## src/rtl/ibr_pkg.sv

```systemverilog
package ibr_pkg;
  localparam int LANE_W = 8;
  localparam int LANES  = 4;
  localparam int WORD_W = LANE_W * LANES;
  localparam int LSEL_W = $clog2(LANES);

  typedef logic [WORD_W-1:0] word_t;
  typedef logic [LANE_W-1:0] lane_t;
  typedef logic [LSEL_W-1:0] lsel_t;

  // lane 0 is the most significant byte
  function automatic lane_t lane_get(word_t w, lsel_t k);
    return w[(LANES - 1 - int'(k)) * LANE_W +: LANE_W];
  endfunction

  function automatic word_t lane_put(word_t w, lsel_t k, lane_t b);
    word_t r;
    r = w;
    r[(LANES - 1 - int'(k)) * LANE_W +: LANE_W] = b;
    return r;
  endfunction

  function automatic word_t id_word(lane_t impl, lane_t ver, lane_t ports);
    return {impl, ver, ports, {LANE_W{1'b0}}};
  endfunction
endpackage

```

## src/rtl/ibr_decode.sv

```systemverilog
module ibr_decode
  import ibr_pkg::*;
#(
  parameter int ADDR_W    = 3,
  parameter int IDX_ADDR  = 0,
  parameter int DATA_BASE = 4
) (
  input  logic              sel,
  input  logic              wr,
  input  logic [ADDR_W-1:0] addr,
  output logic              idx_wr,
  output logic              idx_rd,
  output logic              dat_wr,
  output logic              dat_rd,
  output logic              other_rd,
  output lsel_t             lane
);
  logic in_data;
  logic is_idx;
  logic [ADDR_W-1:0] offs;

  always_comb begin
    offs     = addr - ADDR_W'(DATA_BASE);
    in_data  = (int'(addr) >= DATA_BASE) && (int'(addr) < DATA_BASE + LANES);
    is_idx   = (int'(addr) == IDX_ADDR);
    lane     = offs[LSEL_W-1:0];
    idx_wr   = sel && wr && is_idx;
    idx_rd   = sel && !wr && is_idx;
    dat_wr   = sel && wr && in_data;
    dat_rd   = sel && !wr && in_data;
    other_rd = sel && !wr && !in_data && !is_idx;
  end
endmodule

```

## src/rtl/ibr_wstage.sv

```systemverilog
module ibr_wstage
  import ibr_pkg::*;
(
  input  logic  clk,
  input  logic  rst_n,
  input  logic  idx_wr,
  input  logic  dat_wr,
  input  lsel_t lane,
  input  lane_t wdata,
  input  logic  is_id,
  output logic  commit_fire,
  output logic  commit_q,
  output word_t word_q
);
  localparam lsel_t LAST = lsel_t'(LANES - 1);

  word_t stage;
  lsel_t prog;
  logic  in_order;

  assign in_order    = (lane == prog);
  assign commit_fire = dat_wr && (lane == LAST) && in_order;

  always_ff @(posedge clk) begin
    if (!rst_n) begin
      stage    <= '0;
      prog     <= '0;
      commit_q <= 1'b0;
      word_q   <= '0;
    end else begin
      commit_q <= commit_fire && !is_id;
      if (commit_fire && !is_id) word_q <= lane_put(stage, LAST, wdata);
      if (idx_wr) begin
        prog <= '0;
      end else if (dat_wr) begin
        if (lane == '0) begin
          stage <= lane_put(stage, lane, wdata);
          prog  <= lsel_t'(1);
        end else if (in_order && lane != LAST) begin
          stage <= lane_put(stage, lane, wdata);
          prog  <= prog + lsel_t'(1);
        end else begin
          prog <= '0;
        end
      end
    end
  end
endmodule

```

## src/rtl/ibr_rsnap.sv

```systemverilog
module ibr_rsnap
  import ibr_pkg::*;
#(
  parameter int IDX_W = 8
) (
  input  logic             clk,
  input  logic             rst_n,
  input  logic             idx_rd,
  input  logic             dat_rd,
  input  logic             other_rd,
  input  lsel_t            lane,
  input  word_t            src_word,
  input  logic [IDX_W-1:0] idx_val,
  output lane_t            rdata_q
);
  word_t snap;

  always_ff @(posedge clk) begin
    if (!rst_n) begin
      snap    <= '0;
      rdata_q <= '0;
    end else if (dat_rd) begin
      if (lane == '0) begin
        snap    <= src_word;
        rdata_q <= lane_get(src_word, lane);
      end else begin
        rdata_q <= lane_get(snap, lane);
      end
    end else if (idx_rd) begin
      rdata_q <= lane_t'(idx_val);
    end else if (other_rd) begin
      rdata_q <= '0;
    end
  end
endmodule

```

## src/rtl/ibr_bridge.sv

```systemverilog
module ibr_bridge
  import ibr_pkg::*;
#(
  parameter int          ADDR_W     = 3,
  parameter int          IDX_W      = 8,
  parameter int          DATA_BASE  = 4,
  parameter int          ID_INDEX   = 0,
  parameter logic [7:0]  IMPL_CODE  = 8'h2A,
  parameter logic [7:0]  VER_CODE   = 8'h03,
  parameter logic [7:0]  PORT_COUNT = 8'h02
) (
  input  logic              clk,
  input  logic              rst_n,
  input  logic              hst_sel,
  input  logic              hst_wr,
  input  logic [ADDR_W-1:0] hst_addr,
  input  logic [7:0]        hst_wdata,
  output logic [7:0]        hst_rdata,
  output logic [IDX_W-1:0]  reg_idx,
  output logic              reg_wr,
  output logic [31:0]       reg_wdata,
  output logic              reg_rd,
  input  logic [31:0]       reg_rdata
);
  localparam word_t ID_VALUE = id_word(IMPL_CODE, VER_CODE, PORT_COUNT);

  logic  idx_wr, idx_rd, dat_wr, dat_rd, other_rd;
  lsel_t lane;
  logic  is_id;
  logic  commit_fire;
  word_t src_word;
  logic [IDX_W-1:0] idx_q;

  ibr_decode #(
    .ADDR_W(ADDR_W), .IDX_ADDR(0), .DATA_BASE(DATA_BASE)
  ) u_dec (
    .sel(hst_sel), .wr(hst_wr), .addr(hst_addr),
    .idx_wr(idx_wr), .idx_rd(idx_rd), .dat_wr(dat_wr), .dat_rd(dat_rd),
    .other_rd(other_rd), .lane(lane)
  );

  always_ff @(posedge clk) begin
    if (!rst_n) idx_q <= '0;
    else if (idx_wr) idx_q <= IDX_W'(hst_wdata);
  end

  assign is_id    = (idx_q == IDX_W'(ID_INDEX));
  assign src_word = is_id ? ID_VALUE : reg_rdata;

  ibr_wstage u_wst (
    .clk(clk), .rst_n(rst_n), .idx_wr(idx_wr), .dat_wr(dat_wr),
    .lane(lane), .wdata(hst_wdata), .is_id(is_id),
    .commit_fire(commit_fire), .commit_q(reg_wr), .word_q(reg_wdata)
  );

  ibr_rsnap #(.IDX_W(IDX_W)) u_rsn (
    .clk(clk), .rst_n(rst_n), .idx_rd(idx_rd), .dat_rd(dat_rd),
    .other_rd(other_rd), .lane(lane), .src_word(src_word),
    .idx_val(idx_q), .rdata_q(hst_rdata)
  );

  assign reg_idx = idx_q;
  assign reg_rd  = dat_rd && (lane == '0) && !is_id;
endmodule

```

## config.mk

```make
export PLATFORM = sky130hd
export DESIGN_NAME = ibr_bridge
export DESIGN_NICKNAME = d
export VERILOG_FILES = /design/src/rtl/ibr_pkg.sv /design/src/rtl/ibr_decode.sv /design/src/rtl/ibr_wstage.sv /design/src/rtl/ibr_rsnap.sv /design/src/rtl/ibr_bridge.sv
export SDC_FILE = /design/constraint.sdc
export NUM_CORES = 1
export LEC_CHECK = 0
export BUFFER_PORTS_ARGS = -buffer_cell sky130_fd_sc_hd__buf_4
export CAP_MARGIN = 40
export CORE_UTILIZATION = 47
export DETAILED_ROUTE_END_ITERATION = 6
export HOLD_SLACK_MARGIN = 0.05
export PLACE_DENSITY = 0.7
export SLEW_MARGIN = 20
export SYNTH_ARGS = -nofsm -noshare
export SYNTH_HDL_FRONTEND = slang
export SYNTH_SLANG_ARGS = --single-unit
```

## constraint.sdc

```tcl
create_clock -name clk -period 2.65 [get_ports clk]
set_clock_uncertainty 0.1 [all_clocks]
set_input_delay 0.1325 -clock clk [delete_from_list [all_inputs] [get_ports clk]]
set_output_delay 0.1325 -clock clk [all_outputs]
set_load 0.02 [all_outputs]
```

# Yosys cells after proc, flatten, opt, wreduce, memory -nomap -nowiden
# Index checks and enable logic that the tools add are counted.
# classes
addsub	4
order_cmp	1
eq_ne	3
shifts	4
muxes	10
bitwise_logic	2
reduce_logical	26
# ops
op	count
two-way mux 32 bit	3
variable part select 32 x 6 -> 8 bit	2
negation 6 -> 33 bit	1
variable shift 8 x 33 -> 32 bit (first input constant)	1
variable part select 8 x 33 -> 32 bit	1
bitwise mux 32 bit	1
two-way mux 8 bit	4
logical AND 1 bit	14
zero test 8 bit	1
zero test 1 bit	4
two-way mux 2 bit	2
>= comparator 3 bit (second input constant)	1
zero test 3 bit	1
AND reduction 3 bit	1
nonzero test 3 bit	1
subtractor 2 x 2 -> 3 bit (first input constant)	1
adder 2 x 1 -> 2 bit (second input constant)	1
== test 2 bit	1
== test 2 bit (second input constant)	1
zero test 2 bit	1
inequality test 2 bit (second input constant)	1
inverter 1 bit	2
AND reduction 2 bit	1
nonzero test 2 bit	1
2 further kinds	2
# word_totals
register_bits	115
output_inout_bits	50

# Depth between registers and ports, before layout
# Gate-level depths: netlist of run 1.
# logic_depth
ltp_word	7
mapped_depth	13
ltp_nobuf	8

# Modules after synthesis
# A second synthesis of run 1 with hierarchy kept.
# hier_totals
hier_cells	517
area_unflattened_um2	4784.6
# by_module_without_submodules
module	instances	cells_each	area_per_inst_um2	seq_area_each_um2
ibr_wstage	1	274	2568.7	1181.1
ibr_rsnap	1	165	1506.4	640.6
ibr_bridge	1	68	629.4	160.2
ibr_decode	1	10	80.1	0.0

# Worst setup path before layout of run 1
# No wires, ideal clock.
# synth_path
path_kind	input port to flip-flop
start	input port hst_addr[0]
end	register u_rsn.rdata_q[4]
setup_time_ns	0.060
arrival_time_ns	2.077
required_time_ns	2.490
slack_ns	0.412
path_stages	10
path_cell_list	buf_2 -> inv_1 -> clkbuf_1 -> ha_1 -> buf_2 -> clkbuf_1 -> clkbuf_1 -> nand3_1 -> a311oi_1 -> o221a_1
# synth_between
elab_chain_cells	5
word_cells_on_any_way	17
cone_classes	2 x add/sub; 1 x order compare; 2 x shift; 3 x mux; 9 x reduce/logical
# synth_lines
item	line_no	rtl
start, declared	ibr_bridge.sv:16	input logic [ADDR_W-1:0] hst_addr,
subtractor 2 x 1 -> 2 bit / >= comparator 3 bit (equally long branches)	ibr_decode.sv:23, ibr_decode.sv:24	
subtractor 2 x 2 -> 3 bit / zero test 1 bit (equally long branches)	ibr_pkg.sv:13, ibr_decode.sv:31	
variable part select 32 x 6 -> 8 bit / logical AND 1 bit (equally long branches)	ibr_pkg.sv:13, ibr_decode.sv:31	
two-way mux 8 bit / logical AND 1 bit (equally long branches)	ibr_rsnap.sv:23, ibr_decode.sv:31	
two-way mux 8 bit / nonzero test 3 bit (equally long branches)	-	
end signal, assigned	ibr_rsnap.sv:25	rdata_q <= lane_get(src_word, lane);
end signal, assigned	ibr_rsnap.sv:27	rdata_q <= lane_get(snap, lane);
end signal, assigned	ibr_rsnap.sv:30	rdata_q <= lane_t'(idx_val);
end, declared	ibr_rsnap.sv:14	output lane_t rdata_q
# Several ways; a longest one is shown, not always the timed one.
# A chain may end at the register's enable or synchronous reset.

# Worst setup path in the final report of run 1
# layout_path
start	register idx_q[4] (netlist: reg_idx[4])
end	output port reg_rd
# layout_between
elab_chain_cells	3
# layout_lines
item	line_no	rtl
start, declared	ibr_bridge.sv:32	logic [IDX_W-1:0] idx_q;
start signal, assigned	ibr_bridge.sv:44	else if (idx_wr) idx_q <= IDX_W'(hst_wdata);
zero test 8 bit	ibr_bridge.sv:47	assign is_id = (idx_q == IDX_W'(ID_INDEX));
zero test 1 bit	ibr_bridge.sv:63	assign reg_rd = dat_rd && (lane == '0) && !is_id;
logical AND 1 bit	ibr_bridge.sv:63	
end, declared	ibr_bridge.sv:22	output logic reg_rd,
# No other way between the ends.

==> report_table.html, run 1 <==
<table>
<tr><th>Metric</th><th>Value</th></tr>
<tr><th colspan="2">Outcome</th></tr>
<tr><td>Status</td><td>finished clean</td></tr>
<tr><th colspan="2">Floorplan</th></tr>
<tr><td>I/O pins</td><td>97</td></tr>
<tr><td>Die Wd</td><td>103 um</td></tr>
<tr><td>Initial Utilization</td><td>around half</td></tr>
<tr><td>Standard-cell row count</td><td>36</td></tr>
<tr><td>Die area</td><td>10500 um2</td></tr>
<tr><td>Total core area</td><td>9770 um2</td></tr>
<tr><td>Chip height</td><td>about 100 um</td></tr>
<tr><th colspan="2">Placed design</th></tr>
<tr><td>IO buf count</td><td>96</td></tr>
<tr><td>Global placer's final weighted congestion</td><td>roughly 0.83</td></tr>
<tr><td>Half-perimeter wire length after placement</td><td>8550 um</td></tr>
<tr><th colspan="2">Drt</th></tr>
<tr><td>Post-detailed-route wirelength per cell</td><td>between 15 and 20 um</td></tr>
<tr><td>Number of DRC violations after detailed-routing iteration 0</td><td>around 240</td></tr>
<tr><td>Number of vias per cell</td><td>5.53</td></tr>
<tr><td>Number of routed nets with antenna violations</td><td>0</td></tr>
<tr><td>Pre-Repair DR Iteration Count</td><td>5</td></tr>
<tr><td>Total Routed Length</td><td>about 13000 um</td></tr>
<tr><td>Drc violations</td><td>0</td></tr>
<tr><td>Number of vias after detailed routing</td><td>4442</td></tr>
<tr><th colspan="2">Cells and area</th></tr>
<tr><td>Share of layout cells above drive strength 1</td><td>20.9%</td></tr>
<tr><td>Diode count</td><td>0</td></tr>
<tr><td>Synthesis-to-finish area growth</td><td>29.8%</td></tr>
<tr><td>Total Nets Final</td><td>716</td></tr>
<tr><th colspan="2">Clock network</th></tr>
<tr><td>CTS buffer count</td><td>9</td></tr>
<tr><td>CTS sink count</td><td>around 110</td></tr>
<tr><td>Clock latency reported for the late side of the worst-skew pair</td><td>380 ps</td></tr>
<tr><td>CTS root buffer</td><td>sky130_fd_sc_hd__clkbuf_8</td></tr>
<tr><td>Number of buffers inserted by post-CTS setup repair</td><td>0</td></tr>
<tr><td>Clock transition at the registers of the reported paths</td><td>110 ps</td></tr>
<tr><td>TritonCTS clock tree</td><td>built</td></tr>
<tr><td>H-tree depth</td><td>3</td></tr>
<tr><td>Maximum buffer depth of the clock tree</td><td>2</td></tr>
<tr><th colspan="2">Synthesis</th></tr>
<tr><td>Synthesis warning total</td><td>0</td></tr>
<tr><td>Cell Area, Synth</td><td>4750 um2</td></tr>
<tr><td>Fraction of the yosys area taken by sequential cells</td><td>45.1%</td></tr>
<tr><td>Combinational family with the most area after synthesis</td><td>compound AO/OA/AOI/OAI gates</td></tr>
<tr><td>Register bit count reported by yosys</td><td>107</td></tr>
<tr><td>Synthesized-area fraction occupied by ao, oa, aoi and oai cells</td><td>25.4%</td></tr>
<tr><td>Synthesized netlist net count</td><td>596</td></tr>
<tr><td>Post-synthesis adder-cell area fraction</td><td>1.05%</td></tr>
<tr><td>Netlist cell types</td><td>47</td></tr>
<tr><td>Flip-flop cell with the highest count after synthesis</td><td>sky130_fd_sc_hd__dfxtp_1</td></tr>
<tr><td>Portion of netlist area occupied by mux cells</td><td>3.37%</td></tr>
<tr><td>Area share of and/or/nand/nor cells after synthesis</td><td>20.4%</td></tr>
<tr><td>Number of enable-type register cells in the synthesized netlist</td><td>0</td></tr>
<tr><td>Cell count after synthesis</td><td>about 550</td></tr>
<tr><td>Post-synthesis xor/xnor area fraction</td><td>0.369%</td></tr>
<tr><td>Async S/R FF share, synth</td><td>0%</td></tr>
<tr><td>Average cell area after synthesis</td><td>8.72 um2</td></tr>
<tr><th colspan="2">GRT</th></tr>
<tr><td>Global Route Usage Sum</td><td>around a quarter</td></tr>
<tr><td>Pin count of the biggest net entering global routing</td><td>72</td></tr>
<tr><td>First-pass GRT wire length</td><td>20000 um</td></tr>
<tr><td>Number of global-route vias before repair</td><td>4054</td></tr>
<tr><td>Congestion Overflow GR</td><td>0</td></tr>
<tr><td>Number of antenna violations at the first check in global routing</td><td>0</td></tr>
<tr><th colspan="2">Critical path</th></tr>
<tr><td>Critical path startpoint category</td><td>flop</td></tr>
<tr><td>Critical Path Sink Type</td><td>primary output</td></tr>
<tr><td>Crit path arrival time</td><td>2110 ps</td></tr>
<tr><td>Worst endpoint required time</td><td>2420 ps</td></tr>
<tr><td>Kind of critical path</td><td>reg2out</td></tr>
<tr><td>Critical-path maximum fanout</td><td>30</td></tr>
<tr><td>Worst reg2reg setup slack</td><td>440 ps</td></tr>
<tr><td>Worst-case reg-to-reg path depth</td><td>6</td></tr>
<tr><th colspan="2">Power and ir drop</th></tr>
<tr><td>Proportion of power drawn by the clock network</td><td>between 30% and 40%</td></tr>
<tr><td>Internal</td><td>0.00214 W</td></tr>
<tr><td>Reg power frac</td><td>55.8%</td></tr>
<tr><td>Static leakage power</td><td>2.43 nW</td></tr>
<tr><td>Switching Share</td><td>26.8%</td></tr>
<tr><td>Portion of total power attributed to combinational logic</td><td>11.5%</td></tr>
<tr><td>Sw power</td><td>0.000782 W</td></tr>
<tr><td>Peak supply drop</td><td>0.000265 V</td></tr>
<tr><td>Power density relative to cell area</td><td>approximately 470 nW/um2</td></tr>
<tr><td>Post-layout power</td><td>0.00292 W</td></tr>
<tr><th colspan="2">Min path</th></tr>
<tr><td>Hold Path Depth</td><td>3</td></tr>
<tr><td>Hold WC Path Type</td><td>in2reg</td></tr>
<tr><th colspan="2">Timing</th></tr>
<tr><td>Headroom to the max-slew limit</td><td>49.8%</td></tr>
<tr><td>Shortest clock period the worst path allows after layout</td><td>2350 ps</td></tr>
<tr><td>Slew of the pin with the lowest slew margin</td><td>between 700 and 800 ps</td></tr>
<tr><td>Worst slack on hold paths</td><td>77.1 ps</td></tr>
<tr><td>Setup TNS Final</td><td>0 ps</td></tr>
<tr><td>Hold Violations, Final</td><td>0</td></tr>
<tr><td>Final setup viols</td><td>0</td></tr>
<tr><td>Max Freq</td><td>0.426 GHz</td></tr>
<tr><td>Max-slew violations</td><td>0</td></tr>
<tr><td>Unrepaired setup endpoints after global routing</td><td>false</td></tr>
<tr><td>Post-route clock period utilization</td><td>88.5%</td></tr>
<tr><th colspan="2">Run</th></tr>
<tr><td>Reported max-cap violation count</td><td>0</td></tr>
</table>
-- state kept, by name (all words and copies together), names as in the netlist --
name	flops
reg_idx	8
u_rsn.rdata_q	8
u_rsn.snap	32
u_wst.commit_q	1
u_wst.prog	2
u_wst.stage	24
u_wst.word_q	32
-- path summary, 6_finish.rpt --
path	from	to
max	reg_idx[4]	reg_rd
min	rst_n	u_wst.stage[20]
max reg2reg	reg_idx[4]	u_rsn.rdata_q[2]
min reg2reg	u_wst.stage[12]	u_wst.word_q[12]
-- cells in the mapped netlist (2+ instances only) --
cell | count | area [um2]
sky130_fd_sc_hd__ha_1 | 4 | 50.1
sky130_fd_sc_hd__a32oi_1 | 2 | 17.5
sky130_fd_sc_hd__clkbuf_1 | 28 | 105
sky130_fd_sc_hd__inv_2 | 2 | 7.51
sky130_fd_sc_hd__xnor2_1 | 2 | 17.5
sky130_fd_sc_hd__a311oi_1 | 5 | 43.8
sky130_fd_sc_hd__buf_2 | 10 | 50.1
sky130_fd_sc_hd__o221a_2 | 6 | 67.6
sky130_fd_sc_hd__a21o_1 | 6 | 45.0
sky130_fd_sc_hd__dfxtp_1 | 107 | 2140
sky130_fd_sc_hd__a31oi_1 | 6 | 37.5
sky130_fd_sc_hd__and2_1 | 4 | 25.0
sky130_fd_sc_hd__o211ai_1 | 2 | 15.0
sky130_fd_sc_hd__a21boi_1 | 48 | 360
sky130_fd_sc_hd__a221oi_1 | 8 | 70.1
sky130_fd_sc_hd__inv_1 | 5 | 18.8
sky130_fd_sc_hd__and3_1 | 6 | 37.5
sky130_fd_sc_hd__o31ai_1 | 5 | 37.5
sky130_fd_sc_hd__a21boi_0 | 3 | 22.5
sky130_fd_sc_hd__nor2_1 | 9 | 33.8
sky130_fd_sc_hd__nor4_2 | 2 | 25.0
sky130_fd_sc_hd__o21ai_0 | 7 | 35.0
sky130_fd_sc_hd__nand4b_1 | 2 | 17.5
sky130_fd_sc_hd__nor2b_1 | 30 | 188
sky130_fd_sc_hd__mux2i_1 | 16 | 160
sky130_fd_sc_hd__nor3_1 | 7 | 35.0
sky130_fd_sc_hd__a21oi_1 | 10 | 50.1
sky130_fd_sc_hd__o211ai_2 | 2 | 25.0
sky130_fd_sc_hd__a211o_1 | 3 | 26.3
sky130_fd_sc_hd__o221a_1 | 4 | 45.0
sky130_fd_sc_hd__nand2_1 | 132 | 495
sky130_fd_sc_hd__nand3_1 | 14 | 70.1
sky130_fd_sc_hd__o32ai_1 | 2 | 17.5
sky130_fd_sc_hd__a22oi_1 | 32 | 240
sky130_fd_sc_hd__a211oi_1 | 2 | 15.0
-- layout make-up --
| class | count | area, um2 |
|---|---|---|
| Clock buffer | 9 | 124 |
| Multi-Input combinational cell | 390 | 2410 |
| Fill cell | 867 | 3610 |
| Sequential cell | 107 | 2140 |
| Inverter | 7 | 26.3 |
| Clock inverter | 7 | 60.1 |
| Tap cell | 133 | 166 |
| Timing Repair Buffer | 150 | 1240 |
-- through the flow --
step | area [um2] | setup WS [ps] | cells | util (%)
3_5_place_dp | 5570 | 313 | 746 | 57.0
3_3_place_gp | 5560 | 413 | 745 | 56.8
2_1_floorplan | 4750 | 412 | 545 | -
4_1_cts | 6170 | 316 | 803 | 63.1
5_1_grt | 6170 | 218 | 803 | 63.1
6_report | 6170 | 304 | 803 | 63.1
-- cells in the final DEF (no fill, tap or decap), drive strengths merged, types with 5 or more instances in the layout --
master       synthesis  layout
a221oi               8       8
a21boi              51      51
a21oi               10      10
o21ai                7       7
dfxtp              107     107
dlygate4sd3          0      41
and3                 6       6
nand3               14      14
inv                  7      10
a311oi               5       5
nor3                 8       8
a31oi                6       6
clkbuf              28       9
o31ai                5       5
buf                 13     109
a21o                 6       6
o221a               10      10
nor2b               30      30
nor2                 9       9
mux2i               16      16
nand2              133     133
a22oi               32      32
-- per-layer routing --
layer	global-route usage (%)	up-vias	routed length, um
met2	39.5	135	5820
met3	4.14	21	671
met5	0	-	0
met4	9.67	0	233
met1	33.5	2117	5830
li1	-	2169	-
-- timing repair --
item	CTS	global route
endpoints found under the setup margin	0	0
hold buffers	41	0
resized for setup	0	0
endpoints found under the hold margin	73	0
-- power by group through the flow --
stage / Sequential [W] / Clock (W) / Combinational [W]
floorplan: 0.00167 / 0 / 0.000145
global placement: 0.00167 / 0 / 0.000282
detailed placement: 0.00167 / 0 / 0.000285
CTS: 0.00163 / 0.000972 / 0.000334
global route: 0.00163 / 0.00104 / 0.000363
finish: 0.00163 / 0.000952 / 0.000337
-- worst max-delay path, stage by stage, from the launching register on --
cell and delay [ps]:
sky130_fd_sc_hd__dfxtp_1 390, sky130_fd_sc_hd__nor4_2 510, sky130_fd_sc_hd__nand2_1 200, sky130_fd_sc_hd__nand2_4 160, sky130_fd_sc_hd__inv_2 210, sky130_fd_sc_hd__buf_4 240
-- cell families after synthesis --
family | count (synthesis)
XOR/XNOR | 2
buffers and inverters | 48
flip-flops | 107
multiplexers | 16
AO/OA/AOI/OAI | 157
adder cells (fa/ha/maj) | 4
AND/OR/NAND/NOR | 211
Power figures use the tool's default switching activity.
==> run 2, diff against run 1 <==
- GPL_TIMING_DRIVEN: default -> 0
==> run 2 against run 1 <==
Net effect: register-to-register slack worse by 60 ps; worst hold slack worse by 5.2 ps; power is 0.18% higher; critical path depth is 2 higher; via count is 4.7% higher; sequential share of layout area is 0.52 points lower; first-iteration DRC count stayed put; non-clock buffer count is 30 higher; clock-buffer cell count is 1 higher; critical path type unchanged; critical endpoint unchanged.
==> report_table.html, run 2 (same netlist as run 1, synthesis figures left out) <==
<table>
<tr><th>Metric</th><th>Value</th></tr>
<tr><th colspan="2">Power and ir drop</th></tr>
<tr><td>Sw power</td><td>0.000787 W (+0.73%)</td></tr>
<tr><td>Reg power frac</td><td>55.7% (about the same)</td></tr>
<tr><td>Proportion of power drawn by the clock network</td><td>32.1% (-0.5 points)</td></tr>
<tr><td>Switching Share</td><td>26.9% (+0.15 points)</td></tr>
<tr><td>Portion of total power attributed to combinational logic</td><td>12.1% (+0.6 points)</td></tr>
<tr><td>Peak supply drop</td><td>0.000321 V (+21%)</td></tr>
<tr><td>Static leakage power</td><td>2.46 nW (+1.5%)</td></tr>
<tr><td>Power density relative to cell area</td><td>467 nW/um2 (-1.3%)</td></tr>
<tr><td>Internal</td><td>0.00214 W (about the same)</td></tr>
<tr><td>Post-layout power</td><td>0.00292 W (+0.18%)</td></tr>
<tr><th colspan="2">Floorplan</th></tr>
<tr><td>Total core area</td><td>9770 um2 (unchanged)</td></tr>
<tr><td>Initial Utilization</td><td>48.6% (unchanged)</td></tr>
<tr><td>Chip height</td><td>103 um (unchanged)</td></tr>
<tr><td>I/O pins</td><td>97 (unchanged)</td></tr>
<tr><td>Standard-cell row count</td><td>36 (unchanged)</td></tr>
<tr><td>Die area</td><td>10500 um2 (unchanged)</td></tr>
<tr><td>Die Wd</td><td>103 um (unchanged)</td></tr>
<tr><th colspan="2">Timing</th></tr>
<tr><td>Shortest clock period the worst path allows after layout</td><td>2490 ps (+144 ps)</td></tr>
<tr><td>Post-route clock period utilization</td><td>94.0% (+5.4 points)</td></tr>
<tr><td>Least setup slack across all paths after layout</td><td>160 ps (-144 ps)</td></tr>
<tr><td>Hold Violations, Final</td><td>0 (unchanged)</td></tr>
<tr><td>Max-slew violations</td><td>0 (unchanged)</td></tr>
<tr><td>Max Freq</td><td>0.402 GHz (-5.8%)</td></tr>
<tr><td>Unrepaired setup endpoints after global routing</td><td>false</td></tr>
<tr><td>Final setup viols</td><td>0 (unchanged)</td></tr>
<tr><td>Headroom to the max-slew limit</td><td>42.9% (-6.9 points)</td></tr>
<tr><td>Slew of the pin with the lowest slew margin</td><td>850 ps (+103 ps)</td></tr>
<tr><th colspan="2">Clock network</th></tr>
<tr><td>CTS buffer count</td><td>9 (unchanged)</td></tr>
<tr><td>CTS sink count</td><td>107 (unchanged)</td></tr>
<tr><td>CTS root buffer</td><td>sky130_fd_sc_hd__clkbuf_8</td></tr>
<tr><td>H-tree depth</td><td>3 (unchanged)</td></tr>
<tr><td>Clock latency reported for the late side of the worst-skew pair</td><td>380 ps (about the same)</td></tr>
<tr><td>Clock transition at the registers of the reported paths</td><td>100 ps (about the same)</td></tr>
<tr><td>TritonCTS clock tree</td><td>built</td></tr>
<tr><td>Maximum buffer depth of the clock tree</td><td>2 (unchanged)</td></tr>
<tr><th colspan="2">Placed design</th></tr>
<tr><td>Half-perimeter wire length after placement</td><td>9740 um (+14%)</td></tr>
<tr><td>Global placer's final weighted congestion</td><td>0.877 (+5.2%)</td></tr>
<tr><td>IO buf count</td><td>95 (-1.0%)</td></tr>
<tr><td>Post-placement worst setup slack</td><td>-440 ps (-752 ps)</td></tr>
<tr><td>Post-Place Cell Area</td><td>5640 um2 (+1.2%)</td></tr>
<tr><th colspan="2">Cells and area</th></tr>
<tr><td>Share of layout cells above drive strength 1</td><td>20.4% (-0.47 points)</td></tr>
<tr><td>Finished Cell Area</td><td>6260 um2 (+1.5%)</td></tr>
<tr><td>Diode count</td><td>0 (unchanged)</td></tr>
<tr><td>Registers with the highest flip-flop counts</td><td>u_rsn.snap x32, u_wst.word_q x32, u_wst.stage x24</td></tr>
<tr><td>Most frequent standard cell in the layout excluding fill and tap cells</td><td>sky130_fd_sc_hd__nand2_1</td></tr>
<tr><td>Number of filler cells placed in the layout</td><td>844 (-2.7%)</td></tr>
<tr><td>Total Nets Final</td><td>746 (+4.2%)</td></tr>
<tr><td>Synthesis-to-finish area growth</td><td>31.8%</td></tr>
<tr><td>Most frequent cells in the layout</td><td>sky130_fd_sc_hd__nand2_1 (132), sky130_fd_sc_hd__dfxtp_1 (107), sky130_fd_sc_hd__buf_4 (100)</td></tr>
<tr><th colspan="2">GRT</th></tr>
<tr><td>Number of global-route vias before repair</td><td>4415 (+8.9%)</td></tr>
<tr><td>Pin count of the biggest net entering global routing</td><td>19 (-74%)</td></tr>
<tr><td>First-pass GRT wire length</td><td>21800 um (+9.0%)</td></tr>
<tr><td>Global Route Usage Sum</td><td>27.2% (+2.4 points)</td></tr>
<tr><td>Number of antenna violations at the first check in global routing</td><td>0 (unchanged)</td></tr>
<tr><td>Congestion Overflow GR</td><td>0 (unchanged)</td></tr>
<tr><th colspan="2">Critical path</th></tr>
<tr><td>Delay of the slowest cell on the worst path</td><td>460 ps (-50 ps)</td></tr>
<tr><td>Launch point of the worst reg-to-reg path</td><td>reg_idx[0]</td></tr>
<tr><td>Crit path arrival time</td><td>2260 ps (+150 ps)</td></tr>
<tr><td>Worst endpoint required time</td><td>2420 ps (about the same)</td></tr>
<tr><td>First element of the critical path</td><td>reg_idx[0]</td></tr>
<tr><td>Kind of critical path</td><td>reg2out</td></tr>
<tr><td>CP delay by family, top</td><td>simple AND/OR/NAND/NOR gates</td></tr>
<tr><td>Critical-path maximum fanout</td><td>10 (-67%)</td></tr>
<tr><td>Critical Path Sink Type</td><td>primary output</td></tr>
<tr><td>Critical path startpoint category</td><td>flop</td></tr>
<tr><td>Bufs and invs on worst path</td><td>4 (+2)</td></tr>
<tr><td>CP max-delay cell</td><td>sky130_fd_sc_hd__nor4_4</td></tr>
<tr><td>Cell Chain, Critical Path</td><td>nor4_4 &gt; nand2_1 &gt; nand2_4 &gt; inv_2 &gt; buf_6 &gt; buf_2 &gt; buf_4</td></tr>
<tr><th colspan="2">Drt</th></tr>
<tr><td>Total Routed Length</td><td>13800 um (+9.7%)</td></tr>
<tr><td>Number of vias after detailed routing</td><td>4652 (+4.7%)</td></tr>
<tr><td>Drc violations</td><td>0 (unchanged)</td></tr>
<tr><td>Number of routed nets with antenna violations</td><td>0 (unchanged)</td></tr>
<tr><td>Number of vias per cell</td><td>5.58 (+0.96%)</td></tr>
<tr><td>Pre-Repair DR Iteration Count</td><td>5 (unchanged)</td></tr>
<tr><td>Post-detailed-route wirelength per cell</td><td>16.5 um (+5.8%)</td></tr>
<tr><td>Number of DRC violations after detailed-routing iteration 0</td><td>236 (unchanged)</td></tr>
<tr><th colspan="2">Run</th></tr>
<tr><td>Reported max-cap violation count</td><td>0 (unchanged)</td></tr>
<tr><th colspan="2">Outcome</th></tr>
<tr><td>Status</td><td>finished clean</td></tr>
<tr><th colspan="2">Min path</th></tr>
<tr><td>Hold path startpoint</td><td>hst_wr</td></tr>
<tr><td>Hold WC Path Type</td><td>in2reg</td></tr>
</table>
## run 2: changes by cell type in the layout (fill, tap and decap cells not counted), sizes merged
cell	before	now
dlygate4sd3	41	40
inv	10	8
clkinv	1	4
clkbuf	9	37
buf	109	113
clkinvlp	3	1
## run 2: cell type report
class                   count  area [um2]  area share, %
well taps                 133         166           2.66
inverters                   7        30.0          0.480
clock inverters             6        48.8          0.780
multi-input cells         390        2420           38.7
flip-flops and latches    107        2140           34.2
clock buffers              10         128           2.04
plain buffers              40         174           2.78
repair buffers            140        1150           18.3
## run 2: worst register-to-register path, cell delays in order, from the launching register on
cell	delay (ps)
sky130_fd_sc_hd__dfxtp_1	380
sky130_fd_sc_hd__nor4_4	460
sky130_fd_sc_hd__nand2_1	280
sky130_fd_sc_hd__clkbuf_1	310
sky130_fd_sc_hd__a31oi_1	320
sky130_fd_sc_hd__o31ai_1	110
sky130_fd_sc_hd__o221a_1	220
## run 2: final timing paths
kind | end | slack (ps) | cells after the start
setup / recovery | reg_rd | 160 | 7
setup reg to reg | u_rsn.rdata_q[7] | 380 | 6
hold reg to reg | u_wst.word_q[24] | 350 | 2
hold / removal | u_wst.prog[0] | 70 | 4
## run 2: metal layers
| metal | GRT usage (%) | up-vias | routed length, um |
|---|---|---|---|
| met5 | 0 | - | 0 |
| met4 | 10.9 | 0 | 335 |
| met1 | 34.8 | 2191 | 6080 |
| li1 | - | 2234 | - |
| met3 | 6.24 | 34 | 971 |
| met2 | 44.5 | 193 | 6400 |
## run 2: power groups by stage
stage	logic [W]	clock network, W	registers (W)
3_5_place_dp	0.000295	0	0.00167
2_1_floorplan	0.000145	0	0.00167
5_1_grt	0.000379	0.00102	0.00163
4_1_cts	0.000341	0.000946	0.00163
3_3_place_gp	0.000290	0	0.00167
6_report	0.000354	0.000940	0.00163
## run 2: through the flow
| step | setup TNS, ps | instances | hold slack [ps] | util [%] |
|---|---|---|---|---|
| global route | 0 | 833 | 134 | 64.0 |
| finish | 0 | 833 | 71.9 | 64.0 |
| CTS | 0 | 829 | 70.1 | 63.5 |
| global placement | -9090 | 773 | 306 | 57.6 |
| floorplan | 0 | 545 | 167 | - |
| detailed placement | -9460 | 774 | 312 | 57.7 |
## run 2: what timing repair did
item / 4_1_cts / 5_1_grt
hold buffers: 40 / 0
endpoints found under the setup margin: 3 / 7
gates cloned: 0 / 0
setup buffers: 0 / 3
endpoints found under the hold margin: 72 / 0
resized for setup: 0 / 3
pin swaps: 0 / 0
==> run 3, diff against run 2 <==
--- a/config.mk
+++ b/config.mk
@@ -13,2 +13,3 @@
 export HOLD_SLACK_MARGIN = 0.05
+export MAX_ROUTING_LAYER = met4
 export PLACE_DENSITY = 0.7
==> constraint.sdc (replaced) <==
create_clock -name clk -period 2.65 [get_ports clk]
set_clock_uncertainty 0.1 [all_clocks]
set_input_delay 0.53 -clock clk [delete_from_list [all_inputs] [get_ports clk]]
set_output_delay 0.53 -clock clk [all_outputs]
set_load 0.02 [all_outputs]
==> run 3 against run 2 <==
Net effect: sequential cell count unchanged; via count decreased by 4.0%; register-to-register slack improved by 150 ps; global-route usage about the same; sequential share of layout area increased by 2.2 points; wire length down 3.7%; final area fell by 6.0%; utilization is 3.9 points lower; sequential power hardly changed; combinational power down 13%; clock power rose by 2.4%; critical path type is now in2out; critical endpoint unchanged.
==> report_table.html, run 3 (same netlist as run 1, synthesis figures left out) <==
<table>
<tr><th>Metric</th><th>Value</th></tr>
<tr><th colspan="2">Placed design</th></tr>
<tr><td>Half-perimeter wire length after placement</td><td>9780 um (+0.44%)</td></tr>
<tr><td>Global placer's final weighted congestion</td><td>0.885 (+0.96%)</td></tr>
<tr><td>IO buf count</td><td>95 (unchanged)</td></tr>
<tr><td>Cell count after placement</td><td>774 (unchanged)</td></tr>
<tr><td>Post-Place Cell Area</td><td>5640 um2 (about the same)</td></tr>
<tr><th colspan="2">Floorplan</th></tr>
<tr><td>Die area</td><td>10500 um2 (unchanged)</td></tr>
<tr><td>Initial Utilization</td><td>48.6% (unchanged)</td></tr>
<tr><td>I/O pins</td><td>97 (unchanged)</td></tr>
<tr><td>Total core area</td><td>9770 um2 (unchanged)</td></tr>
<tr><td>Standard-cell row count</td><td>36 (unchanged)</td></tr>
<tr><td>Die Wd</td><td>103 um (unchanged)</td></tr>
<tr><td>Chip height</td><td>103 um (unchanged)</td></tr>
<tr><th colspan="2">Critical path</th></tr>
<tr><td>Critical-path maximum fanout</td><td>19 (+9)</td></tr>
<tr><td>Kind of critical path</td><td>in2out</td></tr>
<tr><td>Critical Path Sink Type</td><td>primary output</td></tr>
<tr><td>Worst reg2reg setup slack</td><td>530 ps (+150 ps)</td></tr>
<tr><td>Worst endpoint required time</td><td>2020 ps (-400 ps)</td></tr>
<tr><td>Crit path arrival time</td><td>1960 ps (-300 ps)</td></tr>
<tr><td>Critical path startpoint category</td><td>input pin</td></tr>
<tr><th colspan="2">GRT</th></tr>
<tr><td>Global Route Usage Sum</td><td>27.2% (about the same)</td></tr>
<tr><td>Pin count of the biggest net entering global routing</td><td>20 (+1)</td></tr>
<tr><td>First-pass GRT wire length</td><td>21200 um (-2.6%)</td></tr>
<tr><td>Congestion Overflow GR</td><td>0 (unchanged)</td></tr>
<tr><td>Number of antenna violations at the first check in global routing</td><td>0 (unchanged)</td></tr>
<tr><td>Number of global-route vias before repair</td><td>4211 (-4.6%)</td></tr>
<tr><th colspan="2">Power and ir drop</th></tr>
<tr><td>Power density relative to cell area</td><td>493 nW/um2 (+5.5%)</td></tr>
<tr><td>Peak supply drop</td><td>0.000274 V (-15%)</td></tr>
<tr><td>Static leakage power</td><td>2.30 nW (-6.5%)</td></tr>
<tr><th colspan="2">Outcome</th></tr>
<tr><td>Status</td><td>finished clean</td></tr>
<tr><th colspan="2">Cells and area</th></tr>
<tr><td>Synthesis-to-finish area growth</td><td>23.8%</td></tr>
<tr><td>Total Nets Final</td><td>704 (-5.6%)</td></tr>
<tr><td>Registers with the highest flip-flop counts</td><td>u_rsn.snap x32, u_wst.word_q x32, u_wst.stage x24</td></tr>
<tr><td>Number of filler cells placed in the layout</td><td>947 (+12%)</td></tr>
<tr><td>Finished Cell Area</td><td>5880 um2 (-6.0%)</td></tr>
<tr><td>Non-filler cells in the finished layout</td><td>791 (-5.0%)</td></tr>
<tr><td>Share of layout cells above drive strength 1</td><td>21.9% (+1.5 points)</td></tr>
<tr><td>Diode count</td><td>0 (unchanged)</td></tr>
<tr><td>Most frequent cells in the layout</td><td>sky130_fd_sc_hd__nand2_1 (131), sky130_fd_sc_hd__dfxtp_1 (107), sky130_fd_sc_hd__buf_4 (99)</td></tr>
<tr><td>Most frequent standard cell in the layout excluding fill and tap cells</td><td>sky130_fd_sc_hd__nand2_1</td></tr>
<tr><th colspan="2">Timing</th></tr>
<tr><td>Post-route clock period utilization</td><td>97.8% (+3.9 points)</td></tr>
<tr><td>Max Freq</td><td>0.386 GHz (-3.9%)</td></tr>
<tr><td>Max-slew violations</td><td>0 (unchanged)</td></tr>
<tr><td>Hold Violations, Final</td><td>0 (unchanged)</td></tr>
<tr><td>Unrepaired setup endpoints after global routing</td><td>false</td></tr>
<tr><td>Slew of the pin with the lowest slew margin</td><td>742 ps (-108 ps)</td></tr>
<tr><td>Headroom to the max-slew limit</td><td>50.1% (+7.2 points)</td></tr>
<tr><td>Shortest clock period the worst path allows after layout</td><td>2590 ps (+102 ps)</td></tr>
<tr><td>Final setup viols</td><td>0 (unchanged)</td></tr>
<tr><th colspan="2">Clock network</th></tr>
<tr><td>TritonCTS clock tree</td><td>built</td></tr>
<tr><td>Hold-fix buffer count after cts</td><td>0 (-100%)</td></tr>
<tr><td>CTS root buffer</td><td>sky130_fd_sc_hd__clkbuf_8</td></tr>
<tr><td>Maximum buffer depth of the clock tree</td><td>2 (unchanged)</td></tr>
<tr><td>CTS sink count</td><td>107 (unchanged)</td></tr>
<tr><td>Clock latency reported for the late side of the worst-skew pair</td><td>370 ps (about the same)</td></tr>
<tr><td>CTS buffer count</td><td>9 (unchanged)</td></tr>
<tr><td>Clock transition at the registers of the reported paths</td><td>100 ps (about the same)</td></tr>
<tr><td>H-tree depth</td><td>3 (unchanged)</td></tr>
<tr><th colspan="2">Run</th></tr>
<tr><td>Reported max-cap violation count</td><td>0 (unchanged)</td></tr>
<tr><th colspan="2">Drt</th></tr>
<tr><td>Drc violations</td><td>0 (unchanged)</td></tr>
<tr><td>Post-detailed-route wirelength per cell</td><td>16.8 um (+1.4%)</td></tr>
<tr><td>Number of routed nets with antenna violations</td><td>0 (unchanged)</td></tr>
<tr><td>Number of vias after detailed routing</td><td>4464 (-4.0%)</td></tr>
<tr><td>Total Routed Length</td><td>13300 um (-3.7%)</td></tr>
<tr><td>Pre-Repair DR Iteration Count</td><td>5 (unchanged)</td></tr>
<tr><td>Number of DRC violations after detailed-routing iteration 0</td><td>304 (+29%)</td></tr>
<tr><td>Number of vias per cell</td><td>5.64 (+1.1%)</td></tr>
<tr><th colspan="2">Min path</th></tr>
<tr><td>Hold WC Path Type</td><td>in2reg</td></tr>
</table>
-- run 3: per-stage QoR --
stage	TNS [ps]	hold slack (ps)	total power, W	worst slack [ps]	utilization, %
global placement	-18990	342	0.00196	-740	57.6
global route	0	319	0.00300	4.26	60.2
floorplan	0	331	0.00182	34.7	-
finish	0	319	0.00290	57.1	60.2
detailed placement	-18990	345	0.00196	-595	57.7
CTS	0	308	0.00290	28.1	59.9
-- run 3: area by class of cell --
cell class	count	area (um2)	share of cell area [%]
repair buffers	100	753	12.8
inverters	7	26.3	0.447
clock buffers	10	138	2.34
multi-input cells	390	2420	41.2
clock inverters	6	48.8	0.829
well taps	133	166	2.83
flip-flops and latches	107	2140	36.4
plain buffers	38	184	3.13
-- run 3: worst max-delay path: stages --
cell                       delay, ps
sky130_fd_sc_hd__buf_8           120
sky130_fd_sc_hd__inv_2            50
sky130_fd_sc_hd__clkbuf_8        130
sky130_fd_sc_hd__ha_1            180
sky130_fd_sc_hd__buf_4           170
sky130_fd_sc_hd__and3_1          170
sky130_fd_sc_hd__buf_4           160
sky130_fd_sc_hd__nand2_4          60
sky130_fd_sc_hd__inv_2            50
sky130_fd_sc_hd__buf_12          140
sky130_fd_sc_hd__buf_4           160
-- run 3: final timing paths --
path,startpoint,to,depth (start not counted)
max reg2reg,reg_idx[0],u_rsn.rdata_q[7],6
min reg2reg,u_wst.word_q[6],u_wst.word_q[6],2
min,reg_rdata[15],u_rsn.snap[15],3
max,hst_addr[0],reg_rd,11
-- run 3: where the power goes --
part | switching, W | internal (W) | leakage [nW]
Clock | 0.000585 | 0.000378 | 0.0972
Combinational | 0.000180 | 0.000127 | 1.34
Sequential | 0.0000106 | 0.00162 | 0.863
Total | 0.000775 | 0.00212 | 2.30
-- run 3: timing repair --
item                       in CTS  in global routing
buffers inserted                2                  0
gates resized for setup         7                  5
setup endpoints to repair      14                  1
-- run 3: routing by layer --
layer	part of all wire [%]	GRT usage (%)	up-vias
met5	0	-	-
li1	-	-	2149
met1	46	36.0	2117
met2	45	41.4	170
met3	5.8	3.32	28
met4	2.8	13.0	0
